--- config.mk ---
export PLATFORM = sky130hd
export DESIGN_NAME = irq_vec_ctrl
export DESIGN_NICKNAME = d
export VERILOG_FILES = /design/src/rtl/irq_vec_pkg.sv /design/src/rtl/irq_pin_sync.sv /design/src/rtl/irq_req_bank.sv /design/src/rtl/irq_prio_enc.sv /design/src/rtl/irq_vec_ctrl.sv
export SDC_FILE = /design/constraint.sdc
export NUM_CORES = 1
export LEC_CHECK = 0
export BUFFER_PORTS_ARGS = -buffer_cell sky130_fd_sc_hd__buf_2
export CAP_MARGIN = 10
export CORE_MARGIN = 4
export CORE_UTILIZATION = 40
export DETAILED_ROUTE_END_ITERATION = 10
export PLACE_DENSITY = 0.66
export SLEW_MARGIN = 0
export SYNTH_ARGS = -nofsm -noshare
export SYNTH_HDL_FRONTEND = slang
export SYNTH_SLANG_ARGS = --single-unit
--- constraint.sdc ---
create_clock -name clk -period 1.75 [get_ports clk]
set_input_delay 0.0875 -clock clk [delete_from_list [all_inputs] [get_ports clk]]
set_output_delay 0.0875 -clock clk [all_outputs]
set_load 0.01 [all_outputs]
--- src/rtl/irq_vec_pkg.sv ---
package irq_vec_pkg;
   localparam int REG_AW = 3;

   typedef enum logic [REG_AW-1:0] {
      RA_REQ   = 3'd0,
      RA_ENA   = 3'd1,
      RA_SRC   = 3'd2,
      RA_EDGE  = 3'd3,
      RA_PINSW = 3'd4
   } reg_addr_e;
endpackage

--- src/rtl/irq_pin_sync.sv ---
module irq_pin_sync #(
   parameter int W      = 9,
   parameter int STAGES = 2
)(
   input  logic         clk,
   input  logic         rst_n,
   input  logic [W-1:0] d,
   output logic [W-1:0] q
);
   if (STAGES < 2) begin : g_bad_stages
      $error("irq_pin_sync: STAGES must be at least 2");
   end

   logic [W-1:0] stg_q [STAGES];

   always_ff @(posedge clk or negedge rst_n) begin
      if (!rst_n) begin
         for (int i = 0; i < STAGES; i++) stg_q[i] <= '0;
      end else begin
         stg_q[0] <= d;
         for (int i = 1; i < STAGES; i++) stg_q[i] <= stg_q[i-1];
      end
   end

   assign q = stg_q[STAGES-1];
endmodule

--- src/rtl/irq_req_bank.sv ---
module irq_req_bank #(
   parameter int N = 15
)(
   input  logic         clk,
   input  logic         rst_n,
   input  logic [N-1:0] lvl,
   input  logic [N-1:0] act_hi,
   input  logic [N-1:0] clr,
   output logic [N-1:0] evt,
   output logic [N-1:0] req
);
   logic [N-1:0] adj;
   logic [N-1:0] prev_q;
   logic [N-1:0] req_q;

   // polarity-adjusted level: active state reads as 1
   assign adj = ~(lvl ^ act_hi);
   assign evt = adj & ~prev_q;

   always_ff @(posedge clk or negedge rst_n) begin
      if (!rst_n) begin
         prev_q <= '0;
         req_q  <= '0;
      end else begin
         prev_q <= adj;
         // an event outranks any clear in the same cycle
         req_q  <= evt | (req_q & ~clr);
      end
   end

   assign req = req_q;
endmodule

--- src/rtl/irq_prio_enc.sv ---
module irq_prio_enc #(
   parameter int N     = 16,
   parameter int IDX_W = 4
)(
   input  logic [N-1:0]     pend,
   output logic             valid,
   output logic [IDX_W-1:0] idx
);
   if ((1 << IDX_W) < N) begin : g_bad_width
      $error("irq_prio_enc: IDX_W too narrow for N");
   end

   always_comb begin
      valid = |pend;
      idx   = '0;
      for (int i = N - 1; i >= 0; i--) begin
         if (pend[i]) idx = IDX_W'(i);
      end
   end
endmodule

--- src/rtl/irq_vec_ctrl.sv ---
module irq_vec_ctrl
   import irq_vec_pkg::*;
#(
   parameter int NUM_MASK    = 15,
   parameter int NUM_EXT     = 6,
   parameter int NUM_ALTPIN  = 3,
   parameter int NUM_SHARED  = 8,
   parameter int DATA_W      = 16,
   parameter int SYNC_STAGES = 2
)(
   input  logic                             clk,
   input  logic                             rst_n,
   input  logic [NUM_EXT-1:0]               ext_pin_a,
   input  logic [NUM_ALTPIN-1:0]            ext_pin_b,
   input  logic [NUM_MASK-NUM_EXT-1:0]      periph_lvl,
   input  logic [NUM_SHARED-1:0]            alt_src,
   input  logic                             brk_req,
   input  logic                             reg_wr,
   input  logic [REG_AW-1:0]                reg_addr,
   input  logic [DATA_W-1:0]                reg_wdata,
   output logic [DATA_W-1:0]                reg_rdata,
   input  logic                             dis_wr,
   input  logic                             dis_wdata,
   output logic                             dis_flag,
   output logic                             irq_valid,
   output logic [$clog2(NUM_MASK+1)-1:0]    irq_vec,
   input  logic                             irq_ack
);
   localparam int NUM_VEC    = NUM_MASK + 1;
   localparam int IDX_W      = $clog2(NUM_VEC);
   localparam int NUM_PERIPH = NUM_MASK - NUM_EXT;
   localparam int SH_BASE    = NUM_VEC - NUM_SHARED;
   localparam int PIN_W      = NUM_EXT + NUM_ALTPIN;

   if (NUM_EXT + NUM_SHARED > NUM_MASK) begin : g_bad_share
      $error("irq_vec_ctrl: shared vectors overlap external lines");
   end
   if (NUM_ALTPIN > NUM_EXT) begin : g_bad_alt
      $error("irq_vec_ctrl: more alternate pins than external lines");
   end
   if (DATA_W < NUM_VEC) begin : g_bad_data
      $error("irq_vec_ctrl: DATA_W narrower than vector count");
   end

   // configuration and flag state
   logic [NUM_MASK-1:0]   ena_q;
   logic [NUM_SHARED-1:0] srcsel_q;
   logic [NUM_EXT-1:0]    edge_q;
   logic                  pinsw_q;
   logic                  dis_q;
   logic                  brk_q;

   // synchronised pins: a set in the low slice, b set above it
   logic [PIN_W-1:0] pin_s;

   irq_pin_sync #(.W(PIN_W), .STAGES(SYNC_STAGES)) u_sync (
      .clk   (clk),
      .rst_n (rst_n),
      .d     ({ext_pin_b, ext_pin_a}),
      .q     (pin_s)
   );

   // selected level and active polarity per maskable vector (index = vector-1)
   logic [NUM_MASK-1:0] lvl_m;
   logic [NUM_MASK-1:0] act_hi_m;

   for (genvar e = 0; e < NUM_EXT; e++) begin : g_ext
      if (e < NUM_ALTPIN) begin : g_sw
         assign lvl_m[e] = pinsw_q ? pin_s[NUM_EXT+e] : pin_s[e];
      end else begin : g_fix
         assign lvl_m[e] = pin_s[e];
      end
      assign act_hi_m[e] = edge_q[e];
   end

   for (genvar p = 0; p < NUM_PERIPH; p++) begin : g_per
      localparam int M = NUM_EXT + p;
      localparam int V = M + 1;
      if (V >= SH_BASE) begin : g_shared
         assign lvl_m[M] = srcsel_q[V-SH_BASE] ? alt_src[V-SH_BASE] : periph_lvl[p];
      end else begin : g_plain
         assign lvl_m[M] = periph_lvl[p];
      end
      assign act_hi_m[M] = 1'b1;
   end

   // clear sources: software write-zero and acceptance
   logic                wr_req;
   logic                ack_fire;
   logic [NUM_VEC-1:0]  ack_onehot;
   logic [NUM_VEC-1:0]  clr_all;
   logic [NUM_MASK-1:0] evt_m;
   logic [NUM_MASK-1:0] req_m;
   logic [NUM_VEC-1:0]  req_all;
   logic [NUM_VEC-1:0]  pend;

   assign wr_req   = reg_wr && (reg_addr == RA_REQ);
   assign ack_fire = irq_ack && irq_valid;

   always_comb begin
      for (int i = 0; i < NUM_VEC; i++) begin
         ack_onehot[i] = ack_fire && (irq_vec == IDX_W'(i));
      end
      clr_all = ack_onehot | (wr_req ? ~reg_wdata[NUM_VEC-1:0] : '0);
   end

   irq_req_bank #(.N(NUM_MASK)) u_bank (
      .clk    (clk),
      .rst_n  (rst_n),
      .lvl    (lvl_m),
      .act_hi (act_hi_m),
      .clr    (clr_all[NUM_VEC-1:1]),
      .evt    (evt_m),
      .req    (req_m)
   );

   assign req_all = {req_m, brk_q};
   assign pend    = {req_m & ena_q & {NUM_MASK{~dis_q}}, brk_q};

   irq_prio_enc #(.N(NUM_VEC), .IDX_W(IDX_W)) u_prio (
      .pend  (pend),
      .valid (irq_valid),
      .idx   (irq_vec)
   );

   always_ff @(posedge clk or negedge rst_n) begin
      if (!rst_n) begin
         ena_q    <= '0;
         srcsel_q <= '0;
         edge_q   <= '1;
         pinsw_q  <= 1'b0;
         dis_q    <= 1'b1;
         brk_q    <= 1'b0;
      end else begin
         if (reg_wr) begin
            case (reg_addr)
               RA_ENA:   ena_q    <= reg_wdata[NUM_VEC-1:1];
               RA_SRC:   srcsel_q <= reg_wdata[NUM_SHARED-1:0];
               RA_EDGE:  edge_q   <= reg_wdata[NUM_EXT-1:0];
               RA_PINSW: pinsw_q  <= reg_wdata[0];
               default: ;
            endcase
         end
         if (ack_fire)    dis_q <= 1'b1;
         else if (dis_wr) dis_q <= dis_wdata;
         brk_q <= brk_req | (brk_q & ~clr_all[0]);
      end
   end

   assign dis_flag = dis_q;

   always_comb begin
      reg_rdata = '0;
      case (reg_addr)
         RA_REQ:   reg_rdata[NUM_VEC-1:0]    = req_all;
         RA_ENA:   reg_rdata[NUM_VEC-1:1]    = ena_q;
         RA_SRC:   reg_rdata[NUM_SHARED-1:0] = srcsel_q;
         RA_EDGE:  reg_rdata[NUM_EXT-1:0]    = edge_q;
         RA_PINSW: reg_rdata[0]              = pinsw_q;
         default: ;
      endcase
   end
endmodule

==> summary.md <==
| Metric | Value |
|---|---|
| Async SR Flop Fraction | 1.00 |
| Layout Nets | 542 |
| First-pass GRT wire length | 17900 um |
| Overall routing resource usage | 0.207 |
| Failing checks | setup timing |
| Sequential fraction of the synthesis area | 0.534 |
| Post-Syn Nets | 361 |
| Root Buffer | clkbuf_8 |
| Die height | approximately 110 um |
| Layout cells sized above 1 | 0.499 |
| Core area | ~0.0092 mm^2 |
| Final HPWL DP | 7900 um |
| Total Power | 5.70 mW |
| Relative slew slack | 0.689 |
| Yosys warning count | 0 |
| Row cnt | 35 |
| DP Area | 0.00463 mm^2 |
| Die Area | ~0.011 mm^2 |
| H-tree Lvls | 3 |
| P&R area growth vs syn | 48.5% |
| Detail Route Antenna Nets | 0 |
| DR iter-0 viols | 179 |
| WP data arrival | 1.87 ns |
| CTS tree | built |
| Worst-path clk slew | ~0.080 ns |
| Hold Path Class | in2reg |
| Number of fillers in the final layout | about 730 |
| Post-synth EDFFs | 0 |
| Final hold violations | 0 |
| Slew Limit Fails | 0 |
| Fin area | 0.00559 mm^2 |
| Status | complete, but fails checks |
| # port buffers | 73 |
| Via count | approximately 3200 |
| Post-Syn Area | 0.00377 mm^2 |
| Initial antenna violation count | 0 |
| Yosys cell types | 52 |
| Vias in the first global route | 3520 |
| Clk_lat worst skew | 0.35 ns |
| Number of antenna diodes | 0 |
| Mapped Cells | 309 |
| Final critical-path setup slack | -0.206 ns |
| Pwr per Cell Area | 1020 mW/mm^2 |
| Leak Pwr | 2.49 nW |
| Critical path type | reg2out |
| Largest net degree at the start of global routing | 31 |
| Final setup fails | 16 |
| Pre-antenna DRT Iters | 5 |
| Syn avg cell area | 12.2 um^2 |
| I/O pin count | 74 |
| Fmax | between 500 and 600 MHz |
| Die X | 105 um |
| GRT overflow | 0 |
| Synth Flop Type | dfrtp_1 |
| Gpl congestion | between 0.9 and 1 |
| Critical path fanouts, max | 3 |
| CTS Buf Count | 9 |
| Critical path startpoint category | flip-flop |
| Number of vias per cell | 5.27 |
| Post-Route WL | 10800 um |
| Worst Setup End Kind | output pin |
| Worst Skew | approximately 0.0095 ns |
| Crit share post-route | 1.12 |
| Required @ worst endpoint | 1.66 ns |
| DRC errors left | 0 |
| Initial core utilization | 0.410 |
| Clock Path Buffers | 2 |
| Peak VDD IR | 0.519 mV |
| Max-cap violations | 0 |
| WL/cell | roughly 18 um |
| Clock sinks | 80 |
| RSZ-0062 raised after global routing | true |
| Period minus WS final | 1.96 ns |
| Register bit count reported by yosys | 80 |
| Worst slew pin tran | 0.463 ns |
==> Yosys cell counts, types with 3 or more instances <==
| library cell | count | area (um^2) |
|---|---|---|
| a211oi_1 | 3 | 22.5 |
| dfrtp_1 | 73 | 1830 |
| o221ai_1 | 5 | 43.8 |
| o21ai_1 | 6 | 30.0 |
| buf_2 | 5 | 25.0 |
| o211ai_1 | 7 | 52.6 |
| mux2i_1 | 14 | 140 |
| a31oi_1 | 5 | 31.3 |
| a21oi_1 | 6 | 30.0 |
| nor2_1 | 22 | 82.6 |
| clkbuf_1 | 4 | 15.0 |
| mux2_2 | 38 | 428 |
| nor2b_1 | 6 | 37.5 |
| nand2_1 | 15 | 56.3 |
| nand2b_1 | 22 | 138 |
| xor2_1 | 3 | 26.3 |
| dfstp_2 | 7 | 184 |
| o21ai_0 | 11 | 55.1 |
| a22oi_1 | 5 | 37.5 |
| inv_1 | 5 | 18.8 |
| xnor2_1 | 3 | 26.3 |
| nand3_1 | 3 | 15.0 |
| mux4_2 | 5 | 113 |
==> cell type report <==
cell class              count  area, um^2  share of cell area
inverters                   5        18.8             0.00336
well taps                 111         139              0.0248
clock inverters             3        40.0             0.00716
repair buffers            180        1350               0.241
flip-flops and latches     80        2020               0.361
clock buffers              13         169              0.0302
multi-input cells         214        1860               0.333
==> cells in the final DEF (no fill, tap or decap), types with 12 or more instances in the layout <==
| cell | count |
|---|---|
| dlygate4sd3_1 | 39 |
| mux2_2 | 38 |
| dfrtp_1 | 68 |
| nand2b_1 | 22 |
| nand2_1 | 15 |
| buf_2 | 67 |
| clkbuf_8 | 12 |
| nor2_1 | 21 |
| mux2i_1 | 14 |
| buf_6 | 14 |
| buf_4 | 59 |
==> timing repair <==
item                                   in CTS  in global routing
hold buffers                               39                  0
setup buffers                              12                  6
setup endpoints to repair                  19                 23
pin swaps                                  15                 11
resized for setup                          23                 29
endpoints found under the hold margin      82                  0
==> per-stage QoR <==
step	TNS (ns)	cells	hold slack [ns]	setup WS (ns)	utilization
global placement	-0.427	535	0.0409	-0.0811	0.504
global route	-3.52	606	0.000999	-0.290	0.608
CTS	-1.79	601	0.000765	-0.160	0.589
finish	-2.11	606	0.0108	-0.206	0.608
detailed placement	-0.774	535	0.0478	-0.109	0.504
floorplan	0	309	-0.208	0.00220	-
==> where the power goes <==
part | internal (mW) | total [mW] | switching [mW]
clock network | 0.773 | 1.45 | 0.681
logic | 1.03 | 1.81 | 0.788
registers | 2.18 | 2.43 | 0.248
==> kinds of logic after synthesis <==
| logic type | synth area share |
|---|---|
| muxes | 0.181 |
| DFF | 0.534 |
| AOI/OAI and AO/OA | 0.129 |
| and+or+nand+nor | 0.126 |
| buffers and inverters | 0.0166 |
| xor gates and xnor gates | 0.0140 |
==> registers in the layout, indices dropped and copies added, names as in the netlist <==
name	count
ena_q	15
u_bank.prev_q	15
u_bank.req	15
u_sync.q	9
u_sync.stg_q	9
srcsel_q	8
edge_q	6
brk_q	1
dis_flag	1
pinsw_q	1
==> routing by layer <==
metal	share of wire	GRT usage	vias to the layer above	wire length, um
met2	0.51	0.356	77	5570
met4	0.012	0.0553	0	130
met5	0	0	-	0
met1	0.44	0.265	1617	4740
li1	-	-	1486	-
met3	0.037	0.0439	13	400
==> worst paths after layout <==
check | endpoint | startpoint | depth (start not counted) | slack, ns
setup / recovery | irq_valid | u_bank.req[3] | 6 | -0.21
hold / removal | srcsel_q[4] | reg_wdata[4] | 2 | 0.01
setup reg to reg | u_bank.req[5] | dis_flag | 7 | -0.18
hold reg to reg | u_sync.q[1] | u_sync.stg_q[10] | 0 | 0.35
max in group asynchronous | edge_q[3] | rst_n | 3 | 0.91
min in group asynchronous | ena_q[4] | rst_n | 2 | 0.21
==> worst max-delay path: stages, from the launching register on <==
cell and delay [ns]:
dfrtp_1 0.42, buf_6 0.13, nand2_1 0.14, and3_4 0.22
nor2_2 0.06, or3_4 0.40, buf_6 0.14
Power figures use the tool's default switching activity.
